<file path="config.mk">
export PLATFORM = sky130hd
export DESIGN_NAME = cts_flow_ctl
export DESIGN_NICKNAME = d
export VERILOG_FILES = /design/src/rtl/cts_pkg.sv /design/src/rtl/cts_sync.sv /design/src/rtl/cts_sense.sv /design/src/rtl/cts_sticky.sv /design/src/rtl/cts_txgate.sv /design/src/rtl/cts_flow_ctl.sv
export SDC_FILE = /design/constraint.sdc
export NUM_CORES = 1
export LEC_CHECK = 0
export CAP_MARGIN = 15
export CELL_PAD_IN_SITES_DETAIL_PLACEMENT = 0
export CELL_PAD_IN_SITES_GLOBAL_PLACEMENT = 1
export CORE_AREA = 3 3 40 42
export DETAILED_ROUTE_END_ITERATION = 7
export DIE_AREA = 0 0 43 45
export DONT_BUFFER_PORTS = 1
export MAX_ROUTING_LAYER = met4
export PLACE_DENSITY_LB_ADDON = 0.1
export SLEW_MARGIN = 20
export SYNTH_ARGS = -nofsm -noshare
export SYNTH_HDL_FRONTEND = slang
export SYNTH_SLANG_ARGS = --single-unit
</file>
<file path="constraint.sdc">
create_clock -name clk -period 0.8 [get_ports clk]
set_input_delay 0.16 -clock clk [delete_from_list [all_inputs] [get_ports clk]]
set_output_delay 0.16 -clock clk [all_outputs]
set_load 0.01 [all_outputs]
</file>
<file path="src/rtl/cts_pkg.sv">
package cts_pkg;

    typedef struct packed {
        logic stat;
        logic prev;
    } sense_t;

    typedef struct packed {
        logic flag;
    } sticky_t;

    typedef struct packed {
        logic pause;
        logic permit;
    } gate_t;

endpackage

</file>
<file path="src/rtl/cts_sync.sv">
module cts_sync #(
    parameter int STAGES = 2
) (
    input  logic clk,
    input  logic rst_n,
    input  logic async_in,
    output logic sync_out
);
    logic [STAGES-1:0] chain_d, chain_q;

    generate
        if (STAGES == 1) begin : g_single
            always_comb chain_d = async_in;
        end else begin : g_multi
            always_comb chain_d = {chain_q[STAGES-2:0], async_in};
        end
    endgenerate

    always_ff @(posedge clk or negedge rst_n) begin
        if (!rst_n) chain_q <= '0;
        else        chain_q <= chain_d;
    end

    assign sync_out = chain_q[STAGES-1];
endmodule

</file>
<file path="src/rtl/cts_sense.sv">
module cts_sense
    import cts_pkg::*;
(
    input  logic clk,
    input  logic rst_n,
    input  logic pin_sync,
    input  logic pol_hi,
    input  logic loop_en,
    input  logic rts_bit,
    output logic status,
    output logic rise
);
    sense_t s_d, s_q;

    always_comb begin
        s_d = s_q;
        if (loop_en) s_d.stat = rts_bit;
        else         s_d.stat = pol_hi ? pin_sync : ~pin_sync;
        s_d.prev = s_q.stat;
    end

    always_ff @(posedge clk or negedge rst_n) begin
        if (!rst_n) s_q <= '0;
        else        s_q <= s_d;
    end

    assign status = s_q.stat;
    assign rise   = s_q.stat & ~s_q.prev;
endmodule

</file>
<file path="src/rtl/cts_sticky.sv">
module cts_sticky
    import cts_pkg::*;
(
    input  logic clk,
    input  logic rst_n,
    input  logic rise,
    input  logic clr_req,
    input  logic irq_en,
    output logic flag,
    output logic irq
);
    sticky_t k_d, k_q;

    always_comb begin
        k_d = k_q;
        if (clr_req) k_d.flag = 1'b0;
        if (rise)    k_d.flag = 1'b1;   // hardware set beats software clear
    end

    always_ff @(posedge clk or negedge rst_n) begin
        if (!rst_n) k_q <= '0;
        else        k_q <= k_d;
    end

    assign flag = k_q.flag;
    assign irq  = k_q.flag & irq_en;
endmodule

</file>
<file path="src/rtl/cts_txgate.sv">
module cts_txgate
    import cts_pkg::*;
(
    input  logic clk,
    input  logic rst_n,
    input  logic auto_en,
    input  logic status,
    input  logic pause_wr,
    input  logic pause_val,
    input  logic boundary,
    output logic permit
);
    gate_t g_d, g_q;
    logic  allow;

    always_comb begin
        g_d   = g_q;
        allow = auto_en ? status : ~g_q.pause;
        if (pause_wr) g_d.pause  = pause_val;
        if (boundary) g_d.permit = allow;
    end

    always_ff @(posedge clk or negedge rst_n) begin
        if (!rst_n) g_q <= '0;
        else        g_q <= g_d;
    end

    assign permit = g_q.permit;
endmodule

</file>
<file path="src/rtl/cts_flow_ctl.sv">
module cts_flow_ctl #(
    parameter int DATA_W      = 32,
    parameter int SYNC_STAGES = 2,
    parameter int STICKY_POS  = 12,
    parameter int PAUSE_POS   = 0
) (
    input  logic              clk,
    input  logic              rst_n,
    input  logic              cts_pin,
    input  logic              cts_pol_hi,
    input  logic              auto_cts_en,
    input  logic              loopback_en,
    input  logic              rts_manual,
    input  logic              sticky_irq_en,
    input  logic              ctl_wr,
    input  logic              stat_wr,
    input  logic [DATA_W-1:0] wr_data,
    input  logic              char_boundary,
    output logic              tx_permit,
    output logic              cts_status,
    output logic              cts_sticky,
    output logic              line_irq
);
    logic pin_sync;
    logic rise;
    logic clr_req;
    logic unused_wdata;

    assign clr_req      = stat_wr & wr_data[STICKY_POS];
    assign unused_wdata = ^wr_data;

    cts_sync #(.STAGES(SYNC_STAGES)) u_sync (
        .clk      (clk),
        .rst_n    (rst_n),
        .async_in (cts_pin),
        .sync_out (pin_sync)
    );

    cts_sense u_sense (
        .clk      (clk),
        .rst_n    (rst_n),
        .pin_sync (pin_sync),
        .pol_hi   (cts_pol_hi),
        .loop_en  (loopback_en),
        .rts_bit  (rts_manual),
        .status   (cts_status),
        .rise     (rise)
    );

    cts_sticky u_sticky (
        .clk     (clk),
        .rst_n   (rst_n),
        .rise    (rise),
        .clr_req (clr_req),
        .irq_en  (sticky_irq_en),
        .flag    (cts_sticky),
        .irq     (line_irq)
    );

    cts_txgate u_gate (
        .clk       (clk),
        .rst_n     (rst_n),
        .auto_en   (auto_cts_en),
        .status    (cts_status),
        .pause_wr  (ctl_wr),
        .pause_val (wr_data[PAUSE_POS]),
        .boundary  (char_boundary),
        .permit    (tx_permit)
    );
endmodule

</file>
==> results of run 1 <==
==> Yosys cell counts <==
| cell type | number | area share (%) |
|---|---|---|
| a22o_1 | 1 | 3.6 |
| a31oi_1 | 1 | 2.5 |
| and2_1 | 1 | 2.5 |
| dfrtp_1 | 7 | 71 |
| inv_1 | 1 | 1.5 |
| mux2_1 | 1 | 4.6 |
| nand2_1 | 3 | 4.6 |
| nor2_1 | 1 | 1.5 |
| o21ai_1 | 1 | 2.0 |
| or2_1 | 1 | 2.5 |
| xor2_1 | 1 | 3.6 |
==> cells in the final DEF (no fill, tap or decap) <==
cell,count
dlygate4sd3_1,3
o21ai_1,1
mux2_1,1
clkbuf_1,1
dfrtp_1,7
nand2_2,1
xor2_1,1
clkbuf_4,3
buf_6,2
buf_4,2
inv_1,1
a22o_1,1
nand2_1,2
and2_4,1
a31oi_1,1
or2_1,1
nor2_1,1
==> final cells by class <==
cell class | instances | area (um^2) | share of cell area (%)
clock buffer | 4 | 26.3 | 7.22
inverter | 1 | 3.75 | 1.03
multi-input combinational | 11 | 72.6 | 19.9
sequential | 7 | 175 | 48.1
tap | 15 | 18.8 | 5.15
timing repair buffer | 7 | 67.6 | 18.6
==> through the flow <==
step / cells / worst slack (ps) / util [%] / total power [W]
6_report: 45 / -142 / 28.3 / 0.000839
5_1_grt: 45 / -179 / 28.3 / 0.000897
4_1_cts: 44 / -160 / 27.6 / 0.000845
3_5_place_dp: 36 / -1.22 / 21.8 / 0.000490
3_3_place_gp: 36 / 2.94 / 21.8 / 0.000488
2_1_floorplan: 19 / 22.8 / - / 0.000459
==> where the power goes <==
group	total (W)	internal (W)	switching [W]
combinational	0.000120	0.0000763	0.0000439
clock	0.000305	0.000189	0.000116
sequential	0.000414	0.000390	0.0000237
==> logic make-up after synthesis <==
kind of cell,Yosys count
xor+xnor,1
flops,7
buf+inv,1
mux,1
simple gates,6
compound gates,3
==> sequential cells by signal, indices dropped and copies added, names as in the netlist <==
register / count
u_sync.chain_q: 2
u_gate.g_q: 1
u_gate.permit: 1
u_sense.s_q: 1
u_sense.status: 1
u_sticky.flag: 1
==> what timing repair did <==
item | CTS | global route
hold buffers | 3 | 0
setup endpoints to repair | 5 | 6
endpoints found under the hold margin | 9 | 0
pin swaps | 2 | 2
gates resized for setup | 3 | 1
setup buffers | 1 | 1
==> worst min-delay path by stage <==
| stage | start | to | slack [ps] | cells past startpoint |
|---|---|---|---|---|
| after CTS | char_boundary | u_gate.permit$_DFFE_PN0P_ | 8 | 1 |
| after global routing | char_boundary | u_gate.permit$_DFFE_PN0P_ | 9 | 1 |
| after global placement | rst_n | u_gate.g_q[1]$_DFFE_PN0P_ | -140 | 0 |
| after detailed placement | rst_n | u_sync.chain_q[1]$_DFF_PN0_ | -140 | 0 |
| after floorplan | rst_n | u_gate.g_q[1]$_DFFE_PN0P_ | -140 | 0 |
| final | char_boundary | u_gate.permit$_DFFE_PN0P_ | 20 | 1 |
==> routing by layer <==
layer | up-vias | GRT usage, % | share of wire (%)
li1 | 86 | - | -
met1 | 84 | 5.21 | 41
met2 | 13 | 8.38 | 44
met3 | 0 | 4.78 | 15
met4 | 0 | 3.61 | 0
met5 | - | - | 0
==> out/results.ini, run 1 <==
[outcome]
outcome=finished, violations left
violations=setup timing

[synth]
synth-seq-cells=7
synth_compound_area_share_pct=8.12
synth_top_family_by_area=simple AND/OR/NAND/NOR gates
seq_area_frac_synth_pct=71.1
ys_types=11
yosys.area_share.simple_pct=11.2
synthMuxAreaShare_pct=4.57
avgSynthCellArea_um2=13.0
synth_cells=19
synth-xor-area-share_pct=3.55
ys_warn_count=0
synth_fa_ha_area_share_pct=0
syn_area_um2=246
syn-num-nets=62

[timing]
min_period_over_period_pct=118
hold_viol=0
layout_setup_ws_ps=-142
fmax_ghz=1.06
relSlewSlack_pct=79.0
rsz0062_at_grt=yes
hold_slack_ps=15.4
worst_slew_pin_slew_ps=314
slew_violations=0
tns_ps=-487
setup_violations=5
clock_skew_ps=2.68
fin_crit_ps=942

[die]
die-area_um2=1940
die_w_um=43
rows=13
core_area_um2=1280
initial_utilization_pct=19.2
ios=47
die_h_um=45

[clock_tree]
cts_buffers=3
cts.sinks=7
clk_pin_slew_ps=50
tritoncts=built
cts-root-buf=clkbuf_4
clock_latency_ps=240
cts-htree-levels=1
cts_buffer_depth=2

[critical_path]
setup.worst_path.end=line_irq
end_kind=primary output
r2r_cells=2
cp.required_ps=640
r2r_start=u_sense.status$_DFF_PN0_
critPathArrivalTime_ps=780
rr_endpoint=u_sticky.flag$_DFFE_PN0P_
cp_max_fo=3
crit_path_start=u_sticky.flag$_DFFE_PN0P_
cp_cell_sequence=and2_4
crit_path_start_kind=register
r2r_slack_ps=-60
critPathKind=register to primary output
critPathMaxStageDelay_ps=390
path_buf_inv=0
critPathTopFamily=flip-flops
crit_cells=1
slowest_stage=dfrtp_1

[route]
routed_via_density=4.07
drt_first_iter_violations=0
antenna_left=0
avgRoutedWirePerCell_um=9.87
firstDrtPassIters=1
route.detailed.drc=0
routed-via-count=183
totalWireLength_um=444

[pwr]
cellPowerDensity_nw_per_um2=2300
leakage_nw=0.166
ir_worst_vdd_mv=1.03

[place]
place_hpwl_um=339
place_congestion=0.676
port_buffers=0
placedInstanceArea_um2=280

[finish]
area_growth_syn_to_layout_pct=47.7
antennaDiodeCount=0
final_area_um2=364
drive_gt1_share_pct=30.0
fin_nets=74
fill_cells=136

[flow_run]
maxCapViolations=0

[global_route]
globalRouteTotalUtil_pct=5.81
antenna_found_initial=0
grt_max_degree=8
grt_pass1_vias=203
grt_overflow_total=0
grt_pass1_wl_um=717

[min_path]
hold_path_class=input port to register

No activity file was read; power rests on OpenSTA's default activity.
==> run 2, diff against run 1 <==
==> constraint.sdc (replaced) <==
create_clock -name clk -period 0.8 [get_ports clk]
set_input_delay 0.16 -clock clk [delete_from_list [all_inputs] [get_ports clk]]
set_output_delay 0.16 -clock clk [all_outputs]
set_load 0.05 [all_outputs]
==> run 2 against run 1 <==
The flow still finishes with violations (setup timing). Register-to-register slack hardly changed. Critical endpoint unchanged. Utilization is 1.8 points higher. Via count unchanged. Fmax down 6.7%.
==> out/results.ini, run 2 (synthesis results as in run 1) <==
[outcome]
outcome=finished, violations left
violations=setup timing

[finish]
final_common_cell=dfrtp_1
fill_cells=130
area_growth_syn_to_layout_pct=56.9
drive_gt1_share_pct=36.7
largest_reg_flops=2
final_cell_mix=4 x dfrtp_1, 3 x nand2_1, 3 x clkbuf_4, 3 x dlygate4sd3_1, 3 x dfrtp_2
fin_nets=74
antennaDiodeCount=0
regMostFlops=u_sync.chain_q

[route]
firstDrtPassIters=2
routed-via-count=183
totalWireLength_um=480
drt_first_iter_violations=1
route.detailed.drc=0
avgRoutedWirePerCell_um=10.7
antenna_left=0
routed_via_density=4.07

[global_route]
met1_usage_pct=6.20
met2_usage_pct=6.59
grt_max_degree=8
use_met3_pct=5.98
grt_pass1_wl_um=676
antenna_found_initial=0
top_usage_layer=met2
grt_pass1_vias=155
grt_overflow_total=0
globalRouteTotalUtil_pct=5.37

[clock_tree]
cts.sinks=7
clk_pin_slew_ps=50
cts_buffer_depth=2
cts-root-buf=clkbuf_4
tritoncts=built
cts-htree-levels=1
cts_buffers=3
clock_latency_ps=240

[critical_path]
cp_max_fo=3
critPathTopFamily=flip-flops
crit_path_start_kind=register
path_buf_inv=0
end_kind=primary output
critPathMaxStageDelay_ps=410
r2r_slack_ps=-60
slowest_stage=dfrtp_2
cp_cell_sequence=and2_4
critPathArrivalTime_ps=850
critPathKind=register to primary output
cp.required_ps=640

[timing]
setup_violations=5
relSlewSlack_pct=79.4
layout_setup_ws_ps=-209
worst_slew_pin_slew_ps=308
clock_skew_ps=1.64
tns_ps=-825
fin_crit_ps=1010
fmax_ghz=0.991
hold_viol=0
min_period_over_period_pct=126
slew_violations=0
hold_slack_ps=5.37
rsz0062_at_grt=yes

[pwr]
p_switching_w=0.000274
power.total_w=0.000958
ir_worst_vdd_mv=1.33
p_clk_share_pct=32.5
cellPowerDensity_nw_per_um2=2480
intPower_w=0.000685
leakage_nw=0.171
p_seq_share_pct=43.7
swShare_pct=28.6
comb_power_share_pct=23.8

[die]
initial_utilization_pct=19.2
rows=13
die-area_um2=1940
die_w_um=43
die_h_um=45
core_area_um2=1280
ios=47

[place]
port_buffers=0
place_congestion=0.656
place_ws_ps=-22.5

[min_path]
hold_path_class=input port to register

[flow_run]
maxCapViolations=0

## run 2: cell counts in the layout (fill, tap and decap cells not counted)
No cell type changed its count.
## run 2: stage by stage
step / instance area, um^2 / instances / util, %
6_report: 387 / 45 / 30.1
4_1_cts: 377 / 44 / 29.3
3_3_place_gp: 319 / 37 / 24.8
3_5_place_dp: 319 / 37 / 24.8
2_1_floorplan: 253 / 19 / -
5_1_grt: 387 / 45 / 30.1
## run 2: worst paths after layout
kind                       cells after the start                           to                        start
setup / recovery                               1                     line_irq    u_sticky.flag$_DFFE_PN0P_
hold / removal                                 1     u_sense.status$_DFF_PN0_                  loopback_en
setup reg to reg                               2    u_sticky.flag$_DFFE_PN0P_     u_sense.status$_DFF_PN0_
hold reg to reg                                0  u_sync.chain_q[1]$_DFF_PN0_  u_sync.chain_q[0]$_DFF_PN0_
max in group asynchronous                      1     u_sense.status$_DFF_PN0_                        rst_n
min in group asynchronous                      1  u_sync.chain_q[1]$_DFF_PN0_                        rst_n
## run 2: routing by layer
metal | wire (um) | part of all wire, % | up-vias
met3 | 56 | 12 | 0
li1 | - | - | 83
met4 | 0 | 0 | 0
met2 | 203 | 42 | 12
met1 | 220 | 46 | 88
met5 | 0 | 0 | -
## run 2: power groups by stage
stage / Clock (W) / Combinational, W / Sequential [W]
finish: 0.000312 / 0.000228 / 0.000419
global route: 0.000352 / 0.000238 / 0.000425
CTS: 0.000331 / 0.000226 / 0.000420
global placement: 0 / 0.000200 / 0.000425
detailed placement: 0 / 0.000200 / 0.000427
floorplan: 0 / 0.0000605 / 0.000489
## run 2: what timing repair did
item / 4_1_cts / 5_1_grt
endpoints found under the setup margin: 5 / 6
hold buffers: 2 / 1
pin swaps: 3 / 0
resized for setup: 1 / 0
endpoints found under the hold margin: 8 / 1
setup buffers: 1 / 0
## run 2: layout make-up
| type | count | area (um^2) | share of cell area [%] |
|---|---|---|---|
| flip-flops and latches | 7 | 179 | 46.3 |
| repair buffers | 7 | 88.8 | 23.0 |
| multi-input cells | 11 | 70.1 | 18.1 |
| clock buffers | 4 | 26.3 | 6.80 |
| well taps | 15 | 18.8 | 4.85 |
| inverters | 1 | 3.75 | 0.971 |
